<file path="config.mk">
export PLATFORM = sky130hd
export DESIGN_NAME = tos_streamer
export DESIGN_NICKNAME = d
export VERILOG_FILES = /design/src/rtl/tos_pkg.sv /design/src/rtl/tos_rise_det.sv /design/src/rtl/tos_seq.sv /design/src/rtl/tos_fetch.sv /design/src/rtl/tos_pin_drv.sv /design/src/rtl/tos_streamer.sv
export SDC_FILE = /design/constraint.sdc
export NUM_CORES = 1
export LEC_CHECK = 0
export BUFFER_PORTS_ARGS = -buffer_cell sky130_fd_sc_hd__buf_2
export CAP_MARGIN = 20
export CORE_AREA = 2 2 57 59
export DETAILED_ROUTE_END_ITERATION = 8
export DIE_AREA = 0 0 59 61
export GPL_TIMING_DRIVEN = 0
export PLACE_DENSITY = 0.65
export RECOVER_POWER = 50
export SLEW_MARGIN = 10
export SYNTH_ARGS = -nofsm -noshare
export SYNTH_HDL_FRONTEND = slang
export SYNTH_SLANG_ARGS = --single-unit
export TNS_END_PERCENT = 30
</file>
<file path="constraint.sdc">
create_clock -name clk -period 3 [get_ports clk]
set_clock_uncertainty 0.1 [all_clocks]
set_input_delay 0.3 -clock clk [delete_from_list [all_inputs] [get_ports clk]]
set_output_delay 0.3 -clock clk [all_outputs]
set_load 0.02 [all_outputs]
</file>
<file path="src/rtl/tos_pkg.sv">
`timescale 1ns/1ps
package tos_pkg;

    typedef enum logic {
        PH_PREAMBLE = 1'b0,
        PH_STREAM   = 1'b1
    } tos_phase_e;

    typedef struct packed {
        logic oe;
        logic dat;
    } tos_pin_t;

    localparam tos_pin_t PIN_RELEASED = '{oe: 1'b0, dat: 1'b1};

    // number of strobe slots a byte occupies: data bits plus the idle slot
    function automatic int unsigned slots_per_byte(input int unsigned data_w);
        return data_w + 1;
    endfunction

endpackage

</file>
<file path="src/rtl/tos_rise_det.sv">
`timescale 1ns/1ps
module tos_rise_det (
    input  logic clk,
    input  logic rst,
    input  logic lvl,
    output logic rise
);
    logic lvl_q;

    // reset to 1: a level already high at reset exit is not an edge
    always_ff @(posedge clk) begin
        if (rst) lvl_q <= 1'b1;
        else     lvl_q <= lvl;
    end

    assign rise = lvl && !lvl_q;
endmodule

</file>
<file path="src/rtl/tos_seq.sv">
`timescale 1ns/1ps
module tos_seq
    import tos_pkg::*;
#(
    parameter  int unsigned DATA_W      = 8,
    parameter  int unsigned SYNC_PULSES = 9,
    localparam int unsigned SLOTS       = slots_per_byte(DATA_W),
    localparam int unsigned SLOT_W      = $clog2(SLOTS),
    localparam int unsigned CNT_W       = $clog2(SYNC_PULSES + 1)
) (
    input  logic              clk,
    input  logic              rst,
    input  logic              rise,
    input  logic              scl_hi,
    output tos_phase_e        phase,
    output logic              upd,
    output logic              nxt_drive,
    output logic [SLOT_W-1:0] nxt_slot,
    output logic              fetch
);
    localparam logic [SLOT_W-1:0] GAP      = SLOT_W'(DATA_W);
    localparam logic [CNT_W-1:0]  CNT_LAST = CNT_W'(SYNC_PULSES);

    tos_phase_e        phase_q, phase_n;
    logic [CNT_W-1:0]  cnt_q, cnt_n;
    logic [SLOT_W-1:0] slot_q, slot_n;
    logic              drive_q, drive_n;
    logic              primed_q;
    logic              adv;
    logic              gap_fetch;

    assign adv = rise && scl_hi;

    always_comb begin
        phase_n   = phase_q;
        cnt_n     = cnt_q;
        slot_n    = slot_q;
        drive_n   = drive_q;
        upd       = 1'b0;
        gap_fetch = 1'b0;
        unique case (phase_q)
            PH_PREAMBLE: begin
                if (adv) begin
                    if (cnt_q == CNT_LAST) begin
                        phase_n = PH_STREAM;
                        drive_n = 1'b1;
                        slot_n  = '0;
                        upd     = 1'b1;
                    end else begin
                        cnt_n = cnt_q + 1'b1;
                    end
                end
            end
            PH_STREAM: begin
                if (!scl_hi) begin
                    drive_n = 1'b0;
                    slot_n  = '0;
                    upd     = 1'b1;
                end else if (adv) begin
                    upd = 1'b1;
                    if (!drive_q) begin
                        drive_n = 1'b1;
                        slot_n  = '0;
                    end else if (slot_q == GAP) begin
                        slot_n = '0;
                    end else begin
                        slot_n = slot_q + 1'b1;
                        if (slot_q == GAP - 1'b1) gap_fetch = 1'b1;
                    end
                end
            end
            default: ;
        endcase
    end

    always_ff @(posedge clk) begin
        if (rst) begin
            phase_q  <= PH_PREAMBLE;
            cnt_q    <= '0;
            slot_q   <= '0;
            drive_q  <= 1'b0;
            primed_q <= 1'b0;
        end else begin
            phase_q  <= phase_n;
            cnt_q    <= cnt_n;
            slot_q   <= slot_n;
            drive_q  <= drive_n;
            primed_q <= 1'b1;
        end
    end

    assign phase     = phase_q;
    assign nxt_drive = drive_n;
    assign nxt_slot  = slot_n;
    assign fetch     = (!primed_q && !rst) || gap_fetch;
endmodule

</file>
<file path="src/rtl/tos_fetch.sv">
`timescale 1ns/1ps
module tos_fetch #(
    parameter int unsigned ADDR_W = 7,
    parameter int unsigned DATA_W = 8
) (
    input  logic              clk,
    input  logic              rst,
    input  logic              fetch,
    output logic              mem_rd,
    output logic [ADDR_W-1:0] mem_addr,
    input  logic [DATA_W-1:0] mem_rdata,
    output logic [DATA_W-1:0] byte_q
);
    logic [ADDR_W-1:0] ptr_q;
    logic              cap_q;

    always_ff @(posedge clk) begin
        if (rst) begin
            ptr_q  <= '0;
            cap_q  <= 1'b0;
            byte_q <= '1;
        end else begin
            cap_q <= fetch;
            if (fetch) ptr_q  <= ptr_q + 1'b1;   // natural wrap at 2^ADDR_W
            if (cap_q) byte_q <= mem_rdata;
        end
    end

    assign mem_rd   = fetch;
    assign mem_addr = ptr_q;
endmodule

</file>
<file path="src/rtl/tos_pin_drv.sv">
`timescale 1ns/1ps
module tos_pin_drv
    import tos_pkg::*;
#(
    parameter int unsigned DATA_W = 8,
    parameter int unsigned SLOT_W = 4
) (
    input  logic              clk,
    input  logic              rst,
    input  logic              upd,
    input  logic              nxt_drive,
    input  logic [SLOT_W-1:0] nxt_slot,
    input  logic [DATA_W-1:0] byte_q,
    output tos_pin_t          pin
);
    localparam logic [SLOT_W-1:0] GAP = SLOT_W'(DATA_W);

    logic     bit_val;
    tos_pin_t nxt_pin;

    always_comb begin
        bit_val = 1'b1;
        for (int i = 0; i < int'(DATA_W); i++) begin
            if (nxt_slot == SLOT_W'(i)) bit_val = byte_q[DATA_W-1-i];
        end
        nxt_pin.oe  = nxt_drive && (nxt_slot < GAP);
        nxt_pin.dat = nxt_pin.oe ? bit_val : 1'b1;
    end

    always_ff @(posedge clk) begin
        if (rst)      pin <= PIN_RELEASED;
        else if (upd) pin <= nxt_pin;
    end
endmodule

</file>
<file path="src/rtl/tos_streamer.sv">
`timescale 1ns/1ps
module tos_streamer
    import tos_pkg::*;
#(
    parameter int unsigned ADDR_W      = 7,
    parameter int unsigned DATA_W      = 8,
    parameter int unsigned SYNC_PULSES = 9
) (
    input  logic              clk,
    input  logic              rst,
    input  logic              vclk,
    input  logic              scl_hi,
    output logic              mem_rd,
    output logic [ADDR_W-1:0] mem_addr,
    input  logic [DATA_W-1:0] mem_rdata,
    output logic              sda_oe,
    output logic              sda_o
);
    localparam int unsigned SLOT_W = $clog2(slots_per_byte(DATA_W));

    logic              rise;
    tos_phase_e        phase;
    logic              upd;
    logic              nxt_drive;
    logic [SLOT_W-1:0] nxt_slot;
    logic              fetch;
    logic [DATA_W-1:0] byte_q;
    tos_pin_t          pin;

    tos_rise_det u_rise (
        .clk  (clk),
        .rst  (rst),
        .lvl  (vclk),
        .rise (rise)
    );

    tos_seq #(
        .DATA_W      (DATA_W),
        .SYNC_PULSES (SYNC_PULSES)
    ) u_seq (
        .clk       (clk),
        .rst       (rst),
        .rise      (rise),
        .scl_hi    (scl_hi),
        .phase     (phase),
        .upd       (upd),
        .nxt_drive (nxt_drive),
        .nxt_slot  (nxt_slot),
        .fetch     (fetch)
    );

    tos_fetch #(
        .ADDR_W (ADDR_W),
        .DATA_W (DATA_W)
    ) u_fetch (
        .clk       (clk),
        .rst       (rst),
        .fetch     (fetch),
        .mem_rd    (mem_rd),
        .mem_addr  (mem_addr),
        .mem_rdata (mem_rdata),
        .byte_q    (byte_q)
    );

    tos_pin_drv #(
        .DATA_W (DATA_W),
        .SLOT_W (SLOT_W)
    ) u_pin (
        .clk       (clk),
        .rst       (rst),
        .upd       (upd),
        .nxt_drive (nxt_drive),
        .nxt_slot  (nxt_slot),
        .byte_q    (byte_q),
        .pin       (pin)
    );

    assign sda_oe = pin.oe;
    assign sda_o  = pin.dat;
endmodule

</file>
==> results of run 1 <==
-- critical path, stage by stage, from the launching register on --
cell and delay (ns):
dfxtp_1 0.40, ha_1 0.18, nand3b_1 0.10, a32oi_1 0.40, nand2_1 0.19, mux2i_1 0.17, a221o_1 0.37, a31oi_1 0.15
-- cell families after synthesis --
group	Yosys count	share of synthesized area (%)
adder cells (fa/ha/maj)	5	4.40
flip-flops	30	42.3
XOR/XNOR	9	5.55
buffers and inverters	10	3.43
AND/OR/NAND/NOR	60	21.0
AO/OA/AOI/OAI	27	15.6
multiplexers	11	7.83
-- flip-flops by register name, summed over array words and instances (netlist names) --
signal and flops:
u_fetch.mem_addr 7, u_seq.slot_q 4, u_pin.pin 2, u_seq.drive_q 1, u_seq.cnt_q 4, u_fetch.byte_q 8, u_rise.lvl_q 1, u_seq.phase 1
u_fetch.cap_q 1, u_seq.primed_q 1
-- layout make-up --
class | count | area share, %
inverters | 5 | 1.17
clock buffers | 6 | 3.19
well taps | 33 | 2.56
clock inverters | 2 | 0.777
plain buffers | 5 | 1.86
multi-input cells | 112 | 47.4
repair buffers | 21 | 5.75
flip-flops and latches | 30 | 37.3
-- per-stage QoR --
step           hold slack (ns)  instance area (um^2)  power [mW]
6_report                0.0804                  1610       0.712
5_1_grt                 0.0645                  1610       0.750
4_1_cts                 0.0739                  1630       0.723
3_5_place_dp             0.351                  1570       0.470
3_3_place_gp             0.344                  1570       0.467
2_1_floorplan            0.304                  1420       0.451
-- final timing paths --
path / from / to / slack, ns / cells past startpoint
hold reg to reg: u_pin.pin[1]$_SDFFE_PP0P_ / u_pin.pin[1]$_SDFFE_PP0P_ / 0.36 / 2
setup reg to reg: u_seq.cnt_q[0]$_SDFFE_PP0P_ / u_pin.pin[0]$_SDFFE_PP1P_ / 0.89 / 7
setup / recovery: u_seq.cnt_q[0]$_SDFFE_PP0P_ / u_pin.pin[0]$_SDFFE_PP1P_ / 0.89 / 7
hold / removal: mem_rdata[5] / u_fetch.byte_q[5]$_SDFFE_PP1P_ / 0.08 / 3
-- layout by cell type (no fill, tap or decap), types with 2 or more instances in the layout --
cell	count
a21oi_1	7
and3b_1	2
xor2_1	5
ha_1	5
nor2b_1	3
dfxtp_1	30
o21ai_0	3
clkbuf_4	5
and2_1	2
inv_1	4
nor2_1	20
nand3_1	2
mux2i_1	10
clkbuf_1	13
xnor2_1	4
nand2_1	19
nor3b_1	2
a21boi_0	2
nand2b_1	2
a31oi_1	3
buf_2	11
-- per-layer routing --
| metal | up-vias | share of wire, % |
|---|---|---|
| met2 | 20 | 42 |
| met3 | 6 | 5.1 |
| met1 | 503 | 51 |
| met4 | 0 | 1.5 |
| met5 | - | 0 |
| li1 | 583 | - |
-- power by group --
| group | switching [mW] | internal, mW |
|---|---|---|
| combinational | 0.0262 | 0.0206 |
| clock | 0.140 | 0.113 |
| sequential | 0.00562 | 0.406 |
==> impl_metrics.yaml, run 1 <==
hold_path:
  hold_class: "input pin to flop"
sta:
  worst_slew_pin_slew_ns: 0.551
  slew_headroom_pct: 63.0
  rsz0062_at_grt: "false"
  hold_viol: 0
  fin_ws_ns: 0.891
  fin_crit_sh_pct: 70.3
  tns_ns: 0
  setup_violations: 0
  fmax_mhz: 474
  post-route-min-period_ns: 2.11
  final_max_slew_viol_count: 0
cells_and_area:
  seq_area_um2: 601
  drive_above_1_share_pct: 14.9
  antenna_cells: 0
  fin_nets: 197
  area_growth_pct: 13.3
  fillers: 291
  multi_input_area_um2: 763
  fin_cells: 214
  fin_util_pct: 54.5
floorplan:
  io_pins: 22
  die_area_mm2: 0.00360
  rows: 20
  die_y_um: 61
  die_w_um: 59
  core_area_mm2: 0.00295
  floorplan.initialDensity_pct: 48.1
power:
  ir_drop_mv: 0.366
  p_leak_nw: 0.618
  p_per_area_mw_per_mm2: 442
logic_synthesis:
  yosysTopAreaCellShare_pct: 42.3
  synth_area_leader_cell: "dfxtp_1"
  synthCells: 152
  synth_flop_cell: "dfxtp_1"
  ys_async_sr_fraction_pct: 0
  ys_ff_latch: 30
  synth.most_common_cell: "dfxtp_1"
  syn_area_mm2: 0.00142
  synth.yosys.seq_area_share_pct: 42.3
  postSynthAreaPerCell_um2: 9.35
  synth_edf_count: 0
  yosysWarnings: 0
  synth_cell_types: 44
  synth_nets: 169
  ys_top_cells_by_count: "dfxtp_1, nor2_1, nand2_1, mux2i_1, a21oi_1"
  synth_area_leaders: "dfxtp_1, mux2i_1, nor2_1"
global_routing:
  grt_use_total_pct: 16.7
  antenna_found_initial: 0
  grt_first_pass_wirelength_mm: 4.35
  first_global_vias: 999
  grtUsageMet2_pct: 24.0
  grt_overflow: 0
  grt.met1_usage_pct: 21.8
  met3_usage_pct: 7.68
  grt_max_degree: 11
  top_usage_layer: "met2"
route:
  firstDrtPassIters: 4
  ant_nets: 0
  drt-total-wl_mm: 2.61
  post_drt_wl_per_cell_um: 12.2
  vias: 1112
  drc: 0
  viasPerCell: 5.20
  drtIter0Drc: 32
placed_design:
  post-place-ws_ns: 1.00
  hpwl_mm: 1.97
  gp_routability_congestion: 0.835
  numPortBuffers: 21
  dp_cells: 206
worst_setup_path:
  critPathLaunchType: "flop"
  critPathKind: "flop to flop"
  worstSetupEndpointType: "flop"
  worstPathMaxFanout: 5
  crit_arrival_ns: 2.28
  crit_required_ns: 3.17
clock_network:
  cts_buffer_depth: 2
  clk_latency_ns: 0.33
  cts_hold_buf: 0
  root_buffer: "clkbuf_4"
  post_cts_buffers: 0
  cts.repair.resized: 0
  cts_tree: "done"
  clk_pin_slew_ns: 0.10
  cts_made_buffers: 5
  clock_sinks: 30
  htreeDepth: 2
flow_run:
  drv_cap: 0
run_status:
  status: "complete, no violations"
Note: power is estimated with default switching activity, not from simulation.
==> run 2: changes to the inputs <==
--- a/config.mk
+++ b/config.mk
@@ -11,7 +11,7 @@
 export DETAILED_ROUTE_END_ITERATION = 8
 export DIE_AREA = 0 0 59 61
 export GPL_TIMING_DRIVEN = 0
-export PLACE_DENSITY = 0.65
+export PLACE_DENSITY = 0.68
 export RECOVER_POWER = 50
 export SLEW_MARGIN = 10
 export SYNTH_ARGS = -nofsm -noshare
==> constraint.sdc (replaced) <==
create_clock -name clk -period 1.9 [get_ports clk]
set_clock_uncertainty 0.1 [all_clocks]
set_input_delay 0.19 -clock clk [delete_from_list [all_inputs] [get_ports clk]]
set_output_delay 0.19 -clock clk [all_outputs]
set_load 0.02 [all_outputs]
==> impl_metrics.yaml, run 2 (synthesis gave the netlist of run 1 again) <==
worst_setup_path:
  path_buf_inv: 1
  crit_cells: 8
  path_delay_family: "compound AO/OA/AOI/OAI gates"
  worstPathMaxFanout: 4
  crit_start: "u_seq.cnt_q[1]$_SDFFE_PP0P_"
  crit_required_ns: 2.03
  worstSetupEndpointType: "flop"
  r2r_cells: 8
  worstPathCellList: "inv_2 > ha_4 > and3b_2 > a2bb2o_4 > a22o_4 > a311o_1 > o211ai_1 > a31oi_1"
  reg2reg_from: "u_seq.cnt_q[1]$_SDFFE_PP0P_"
  crit_arrival_ns: 2.05
  critPathLaunchType: "flop"
  crit_path_max_incr_delay_ns: 0.33
  critPathKind: "flop to flop"
  crit_slowest_cell: "dfxtp_2"
floorplan:
  rows: 20
  floorplan.initialDensity_pct: 48.1
  die_y_um: 61
  die_w_um: 59
  io_pins: 22
  die_area_mm2: 0.00360
  core_area_mm2: 0.00295
cells_and_area:
  fin_util_pct: 61.8
  regMostFlops: "u_fetch.byte_q"
  largest_register_ffs: 8
  layout_commonest_cell: "dfxtp_1"
  drive_above_1_share_pct: 23.6
  area_growth_pct: 28.4
  fin_nets: 211
  antenna_cells: 0
  mostFrequentLayoutCells: "dfxtp_1, nor2_1, nand2_1"
  fin_cells: 228
  design_area_mm2: 0.00183
global_routing:
  grt_overflow: 0
  antenna_found_initial: 0
  top_usage_layer: "met2"
  grt_first_pass_wirelength_mm: 5.23
  first_global_vias: 1162
  grt.met1_usage_pct: 22.8
  grt_use_total_pct: 19.7
  grtUsageMet2_pct: 33.0
  grt_max_degree: 11
  met3_usage_pct: 5.33
sta:
  fmax_mhz: 522
  post-route-min-period_ns: 1.92
  setup_violations: 1
  hold_viol: 0
  hold_slack_ns: 0.0194
  fin_crit_sh_pct: 101
  worst_slew_pin_slew_ns: 0.550
  final_max_slew_viol_count: 0
  fin_ws_ns: -0.0165
  rsz0062_at_grt: "true"
  slew_headroom_pct: 63.3
clock_network:
  cts_made_buffers: 5
  clk_pin_slew_ns: 0.10
  clock_sinks: 30
  cts_tree: "done"
  cts_buffer_depth: 2
  htreeDepth: 2
  clk_latency_ns: 0.33
  root_buffer: "clkbuf_4"
route:
  post_drt_wl_per_cell_um: 13.9
  ant_nets: 0
  drc: 0
  firstDrtPassIters: 4
  drt-total-wl_mm: 3.16
  drtIter0Drc: 30
  viasPerCell: 5.35
  vias: 1219
hold_path:
  min_path_cells: 2
  hp-start: "vclk"
  hold_class: "input pin to flop"
placed_design:
  numPortBuffers: 21
  placed_cell_area_mm2: 0.00157
  dp_cells: 206
  gp_routability_congestion: 0.881
  post-place-ws_ns: -0.121
  hpwl_mm: 2.08
run_status:
  status: "finished, violations left"
  violations: "negative setup slack"
power:
  ir_drop_mv: 0.424
  p_per_area_mw_per_mm2: 682
  p_leak_nw: 0.713
flow_run:
  drv_cap: 0
==> run 2: changes by cell type in the layout (fill, tap and decap cells not counted), sizes merged <==
cell         before  now
dlygate4sd3       0    8
buf              13   19
bufinv            0    1
clkbuf           19   18
clkinv            2    3
clkinvlp          1    0
==> run 2: layout make-up <==
cell class / count / area [um^2]
well taps: 33 / 41.3
multi-input cells: 112 / 823
clock inverters: 3 / 40.0
inverters: 5 / 18.8
repair buffers: 35 / 221
clock buffers: 5 / 37.5
flip-flops and latches: 30 / 609
plain buffers: 5 / 33.8
fillers: 261 / 1130
==> run 2: through the flow <==
step	total power [mW]	TNS (ns)
3_5_place_dp	0.741	-0.127
3_3_place_gp	0.738	-0.0647
5_1_grt	1.29	-0.149
6_report	1.25	-0.0165
4_1_cts	1.25	-0.0152
2_1_floorplan	0.711	0
==> run 2: path summary, 6_finish.rpt <==
path,endpoint,slack (ns)
setup reg to reg,u_pin.pin[0]$_SDFFE_PP1P_,-0.02
setup / recovery,u_pin.pin[0]$_SDFFE_PP1P_,-0.02
hold reg to reg,u_pin.pin[1]$_SDFFE_PP0P_,0.37
hold / removal,u_rise.lvl_q$_SDFF_PP1_,0.02
==> run 2: repair_timing <==
item	4_1_cts	5_1_grt
hold buffers	8	0
hold endpoints to repair	8	0
gates cloned	0	0
buffers inserted	6	0
resized for setup	8	10
setup endpoints to repair	2	6
pin swaps	2	4
==> run 2: where the power goes <==
part	total, mW	internal [mW]	switching [mW]
Combinational	0.0970	0.0476	0.0493
Clock	0.498	0.272	0.226
Sequential	0.650	0.641	0.00866
==> run 2: per-layer routing <==
layer	wire, um	up-vias	share of wire, %
met4	101	0	3.2
met5	0	-	0
li1	-	614	-
met3	140	13	4.4
met2	1550	38	49
met1	1370	554	43
==> run 3: changes to the inputs <==
--- a/config.mk
+++ b/config.mk
@@ -11,7 +11,7 @@
 export DETAILED_ROUTE_END_ITERATION = 8
 export DIE_AREA = 0 0 59 61
 export GPL_TIMING_DRIVEN = 0
-export PLACE_DENSITY = 0.68
+export PLACE_DENSITY = 0.72
 export RECOVER_POWER = 50
 export SLEW_MARGIN = 10
 export SYNTH_ARGS = -nofsm -noshare
==> impl_metrics.yaml, run 3 (synthesis gave the netlist of run 1 again) <==
cells_and_area:
  regMostFlops: "u_fetch.byte_q"
  fillers: 268
  layout_commonest_cell: "dfxtp_1"
  seq_area_um2: 607
  antenna_cells: 0
  largest_register_ffs: 8
  multi_input_area_um2: 805
  mostFrequentLayoutCells: "dfxtp_1, nor2_1, nand2_1"
  area_growth_pct: 23.6
  drive_above_1_share_pct: 21.8
  fin_nets: 210
global_routing:
  antenna_found_initial: 0
  grt_use_total_pct: 20.1
  first_global_vias: 1226
  grt_first_pass_wirelength_mm: 5.33
  grt_overflow: 0
  grt_max_degree: 11
worst_setup_path:
  critPathKind: "flop to flop"
  worstPathMaxFanout: 3
  path_delay_family: "compound AO/OA/AOI/OAI gates"
  crit_arrival_ns: 2.00
  worstPathCellList: "inv_2 > ha_4 > nand3b_1 > a32oi_2 > buf_4 > a21boi_0 > a311o_1 > o211ai_1 > a31oi_1"
  crit_slowest_cell: "dfxtp_2"
  crit_required_ns: 2.01
  critPathLaunchType: "flop"
  worstSetupEndpointType: "flop"
  path_buf_inv: 2
  crit_cells: 9
  r2r_cells: 9
  crit_path_max_incr_delay_ns: 0.33
route:
  drtIter0Drc: 41
  drt-total-wl_mm: 3.06
  ant_nets: 0
  vias: 1218
  firstDrtPassIters: 4
  viasPerCell: 5.39
  drc: 0
  post_drt_wl_per_cell_um: 13.5
floorplan:
  die_y_um: 61
  io_pins: 22
  floorplan.initialDensity_pct: 48.1
  rows: 20
  die_area_mm2: 0.00360
  die_w_um: 59
  core_area_mm2: 0.00295
sta:
  setup_violations: 0
  slew_headroom_pct: 62.8
  worst_slew_pin_slew_ns: 0.554
  fmax_mhz: 529
  fin_ws_ns: 0.00988
  hold_slack_ns: 0.0213
  hold_viol: 0
  rsz0062_at_grt: "true"
  fin_crit_sh_pct: 99.5
  post-route-min-period_ns: 1.89
  tns_ns: 0
  final_max_slew_viol_count: 0
clock_network:
  htreeDepth: 2
  clk_pin_slew_ns: 0.10
  cts_made_buffers: 5
  cts_tree: "done"
  cts_buffer_depth: 2
  root_buffer: "clkbuf_4"
  clk_latency_ns: 0.33
  clock_sinks: 30
power:
  swShare_pct: 23.8
  ir_drop_mv: 0.393
  p_per_area_mw_per_mm2: 619
  internal_power_mw: 0.828
  p_sw_mw: 0.259
  p_leak_nw: 0.680
  power_frac_clock_pct: 31.5
  power_frac_seq_pct: 59.8
  p_comb_share_pct: 8.7
placed_design:
  numPortBuffers: 21
  hpwl_mm: 2.12
  post-place-ws_ns: -0.113
  gp_routability_congestion: 0.896
flow_run:
  drv_cap: 0
run_status:
  status: "complete, no violations"
hold_path:
  min_path_cells: 2
  hold_class: "input pin to flop"
run 3: path summary, 6_finish.rpt:
path | startpoint | to | slack (ns)
hold / removal | vclk | u_rise.lvl_q$_SDFF_PP1_ | 0.02
setup / recovery | u_seq.cnt_q[1]$_SDFFE_PP0P_ | u_pin.pin[0]$_SDFFE_PP1P_ | 0.01
hold reg to reg | u_pin.pin[1]$_SDFFE_PP0P_ | u_pin.pin[1]$_SDFFE_PP0P_ | 0.36
setup reg to reg | u_seq.cnt_q[1]$_SDFFE_PP0P_ | u_pin.pin[0]$_SDFFE_PP1P_ | 0.01
run 3: per-stage QoR:
step | util, % | area, um^2 | instances | power [mW]
CTS | 59.3 | 1750 | 225 | 1.10
detailed placement | 53.1 | 1570 | 206 | 0.742
floorplan | - | 1420 | 152 | 0.711
global route | 59.5 | 1760 | 226 | 1.14
global placement | 53.1 | 1570 | 206 | 0.737
finish | 59.5 | 1760 | 226 | 1.09
run 3: what timing repair did:
| item | 4_1_cts | 5_1_grt |
|---|---|---|
| setup buffers | 4 | 1 |
| gates resized for setup | 9 | 4 |
| pin swaps | 4 | 5 |
| endpoints found under the hold margin | 8 | 0 |
| hold buffers | 8 | 0 |
| endpoints found under the setup margin | 2 | 6 |
run 3: per-layer routing:
layer,track usage (%),vias up,share of wire [%]
met5,0,-,0
met4,9.42,0,1.8
met3,6.82,7,3.9
met2,33.7,27,52
met1,23.2,572,42
li1,-,612,-
run 3: cell type report:
| class | count | share of cell area [%] |
|---|---|---|
| Buffer | 5 | 1.71 |
| Clock buffer | 7 | 2.56 |
| Inverter | 5 | 1.07 |
| Multi-Input combinational cell | 112 | 45.8 |
| Sequential cell | 30 | 34.5 |
| Tap cell | 33 | 2.35 |
| Timing Repair Buffer | 34 | 12.0 |
run 3: power by group through the flow:
stage	clock network, mW	registers, mW	logic (mW)
floorplan	0	0.667	0.0449
global placement	0	0.664	0.0730
detailed placement	0	0.666	0.0766
CTS	0.353	0.651	0.0955
global route	0.383	0.653	0.105
finish	0.342	0.651	0.0947
